<file path="config.mk">
export PLATFORM = sky130hd
export DESIGN_NAME = sbsram_port
export DESIGN_NICKNAME = d
export VERILOG_FILES = /design/src/rtl/sbsram_port.sv
export SDC_FILE = /design/constraint.sdc
export NUM_CORES = 2
export LEC_CHECK = 0
export BUFFER_PORTS_ARGS = -buffer_cell sky130_fd_sc_hd__buf_2
export CORE_ASPECT_RATIO = 0.8
export CORE_MARGIN = 3
export CORE_UTILIZATION = 29
export DETAILED_ROUTE_END_ITERATION = 8
export SYNTH_ARGS = -nofsm -noshare
export SYNTH_HDL_FRONTEND = slang
export SYNTH_SLANG_ARGS = --single-unit
</file>
<file path="constraint.sdc">
create_clock -name clk -period 9.62 [get_ports clk]
set_input_delay 1.924 -clock clk [delete_from_list [all_inputs] [get_ports clk]]
set_output_delay 1.924 -clock clk [all_outputs]
set_load 0.01 [all_outputs]
</file>
<file path="src/rtl/sbsram_port.sv">
module sbsram_port #(
  parameter int ADDR_W = 8,
  parameter int DATA_W = 9
) (
  input  logic              clk,
  input  logic              rst_n,
  input  logic              pipe_mode,
  input  logic              sel_n,
  input  logic              sel,
  input  logic              rd_wr,
  input  logic              oe_n,
  input  logic [ADDR_W-1:0] addr_in,
  input  logic              load_n,
  input  logic              cnt_en_n,
  input  logic              cnt_clr_n,
  input  logic [DATA_W-1:0] wdata,
  output logic [DATA_W-1:0] rdata,
  output logic              rdata_oe
);
  localparam int DEPTH = 1 << ADDR_W;

  logic [DATA_W-1:0] mem [DEPTH];
  logic [DATA_W-1:0] pipe_q;
  logic [ADDR_W-1:0] ctr, ctr_nx;
  logic              rd_q1, rd_q2;

  wire selected = sel & ~sel_n;

  always_comb begin
    if (!cnt_clr_n)     ctr_nx = '0;
    else if (!load_n)   ctr_nx = addr_in;
    else if (!cnt_en_n) ctr_nx = ctr + 1'b1;
    else                ctr_nx = ctr;
  end

  always_ff @(posedge clk or negedge rst_n) begin
    if (!rst_n) begin
      ctr    <= '0;
      rd_q1  <= 1'b0;
      rd_q2  <= 1'b0;
      pipe_q <= '0;
    end else begin
      ctr    <= ctr_nx;
      rd_q1  <= selected & rd_wr;
      rd_q2  <= rd_q1;
      pipe_q <= mem[ctr];
    end
  end

  always_ff @(posedge clk)
    if (selected && !rd_wr) mem[ctr_nx] <= wdata;

  assign rdata    = pipe_mode ? pipe_q : mem[ctr];
  assign rdata_oe = ~oe_n & (pipe_mode ? rd_q2 : rd_q1);
endmodule

</file>
==> out/qor.txt <==
Outcome: finished, final reports clean
CP Max Fanout: 54
HPWL reported at the end of detailed placement: 155000 um
Setup crit end kind: output pin
DRT Pass-1 Iters: 5
Combinational fraction of design power: 7.1%
Switching part of the total: 22.4%
Yosys warnings: 0
Max Cap Viol: 0
Tcrit/Tclk final: 82.9%
WL/cell: 29.1 um
Crit path top cell by count: buf_4
Slew Limit Headroom: 1.83%
Initial drt markers: 6621
Vias: 45900
Detail Route Antenna Nets: 0
Top cell type's share of synthesized area: 76.6%
Port Buf Inserts: 36
Die H: 505 um
Most common cell after layout, fill and taps aside: edfxtp_1
Final hold viol count: 0
Critical path's slowest cell: o21ai_0
Post-synth ARST share: 0.818%
Worst path max stage delay: 1.05 ns
Post_cts resized: 0
Final wirelength: 255000 um
P per Cell Area: 208 nW/um^2
Worst-margin pin slew: 1.46 ns
Post-route setup TNS: 0 ns
Starting Density: 29.3%
Register share of total power: 52.5%
EDFF count, synth: 2304
# fillers: 28900
Final Max Slew Viols: 0
Clk slew on worst S/H paths: 0.07 ns
Pint: 16.5 mW
Post-route DRC violation count: 0
Final estimated routing congestion in global placement: 0.848
Most frequent cells in the layout: 2304 x edfxtp_1, 457 x mux4_2, 331 x mux2i_1
Clock Sinks: 2323
Clock insertion delay at the later pin of the skew report: 0.86 ns
Seq cells post-synth: 2323
Sw Pwr: 4.76 mW
Area leader, netlist: edfxtp_1
Fmax: 125 MHz
Post-route core utilization: 33.1%
Startpoint Class: flip-flop
Total grt overflow: 0
Footprint of the multi-input gates: 19200 um^2
Share of cells above drive strength 1: 20.8%
Mapped Cells: 4344
Layout Nets: 4472
RSZ-0062 raised after global routing: false
Main synth FF type: edfxtp_1
Cell Area, Synth: 90300 um^2
Initial antenna violation count: 22
CP Cell Sequence: buf_4 -> inv_8 -> buf_4 -> mux2i_1 -> o21ai_0 -> a211oi_1 -> o32ai_1 -> mux2_2 -> buf_2
CTS tree: yes
H-tree depth: 4
Synth top area cells: edfxtp_1 77%, mux4_2 11%, mux2i_1 3.7%
CORE AREA: 309000 um^2
# Post-CTS Setup Buffers: 0
Min Tclk post-route: 7.98 ns
GRT Util Overall: 15.6%
Largest net degree at the start of global routing: 154
Vias in the first global route: 44700
Clock power frac: 40.4%
Reg area: 69700 um^2
Via density per instance: 5.24
Max Root-Sink Buffers: 4
Syn_nets: 4372
Arr. time, crit path: 6.05 ns
First-pass GRT wire length: 357000 um
Sequential fraction of the synthesis area: 77.1%
Crit path kind: reg2out
Netlist cell types: 63
Layout area overhead: 13.2%
Cell Rows: 182
Die W: 630 um
Clock Skew: 0.0363 ns
Num ports: 37
P_leak: 30.8 nW
CTS Hold Bufs: 0
Critical Path RT: 7.70 ns
# setup viols final: 0
Synthesized area per cell: 20.8 um^2
Hold Path Class: reg2reg
Die Footprint: 318000 um^2
Max IR drop VDD: 0.155 mV
CTS Buf Count: 212
Clk root buf: clkbuf_16
## power by group through the flow
| stage | Sequential [mW] | Clock, mW | Combinational (mW) |
|---|---|---|---|
| floorplan | 11.4 | 0 | 0.847 |
| global placement | 11.4 | 0 | 1.48 |
| detailed placement | 11.4 | 0 | 1.50 |
| CTS | 11.2 | 8.69 | 1.50 |
| global route | 11.2 | 9.11 | 1.58 |
| finish | 11.2 | 8.60 | 1.51 |
## final timing paths
| check | from | end | slack, ns | cells past startpoint |
|---|---|---|---|---|
| worst max register to register | ctr[0] | mem[81][2] | 3.09 | 10 |
| worst min register to register | rd_q1 | rd_q2 | 0.38 | 0 |
| worst min-delay path | rd_q1 | rd_q2 | 0.38 | 0 |
| max in group asynchronous | rst_n | ctr[0] | 8.03 | 1 |
| min in group asynchronous | rst_n | pipe_q[8] | 1.09 | 1 |
| worst max-delay path | ctr[2] | rdata[2] | 1.64 | 9 |
## cells by family (layout without fill, tap and decap cells)
logic type	count (synthesis)	after routing	share of synthesized area [%]
compound gates	425	425	3.29
xor+xnor	5	5	0.0485
fa+ha+maj	1	1	0.0139
buf+inv	270	526	1.71
flops	2323	2323	77.1
mux	820	820	15.5
other cells	0	20	0
simple gates	500	500	2.34
## critical path: cells and delay by family, from the launching register on
kind	cells	cell delay, ns
DFF	1	0.73
AOI/OAI and AO/OA	3	2.12
buffers and inverters	4	1.71
muxes	2	0.47
## Yosys cell counts (all sizes together) (4+ instances only)
master,number
nor2,288
mux2i,331
a221oi,44
o22ai,37
buf,155
o41ai,4
nor3,10
mux4,458
nand3,20
o31a,4
a22oi,76
dfrtp,19
and3,9
a21oi,73
o221ai,31
xnor2,5
o211ai,4
a31oi,20
edfxtp,2304
or3,5
clkbuf,103
a211oi,22
nor4,7
nor2b,10
and2,9
a2111oi,6
nand3b,4
mux2,31
inv,11
a311oi,8
nand2b,5
o31ai,6
o21ai,57
a22o,11
nand2,117
## through the flow
| step | setup WS [ns] | power, mW | std cells | hold WS, ns | area, um^2 |
|---|---|---|---|---|---|
| floorplan | 5.05 | 12.2 | 4344 | 0.353 | 90300 |
| global placement | 2.47 | 12.9 | 8369 | 0.361 | 95300 |
| detailed placement | 2.50 | 12.9 | 8370 | 0.365 | 95300 |
| CTS | 1.56 | 21.4 | 8740 | 0.381 | 102000 |
| global route | 1.61 | 21.8 | 8758 | 0.390 | 102000 |
| finish | 1.64 | 21.3 | 8760 | 0.382 | 102000 |
## layout make-up
type                    instances  share of cell area [%]
repair buffers                144                    1.23
inverters                      12                  0.0514
flip-flops and latches       2323                    68.1
well taps                    4140                    5.07
clock inverters               113                    1.32
multi-input cells            1751                    18.8
diodes                         20                  0.0489
clock buffers                 257                    5.39
## per-layer routing
metal | vias to the layer above | global-route usage (%) | share of wire, %
li1 | 18300 | - | -
met1 | 24600 | 23.0 | 42
met2 | 2574 | 22.3 | 43
met3 | 410 | 4.42 | 12
met4 | 4 | 4.48 | 3.1
met5 | - | 0 | 0.0082
## flip-flops by register name, summed over array words and instances, names as in the netlist
name,flops
pipe_q,9
ctr,8
rd_q1,1
mem,2304
rd_q2,1
Power figures use the tool's default switching activity.
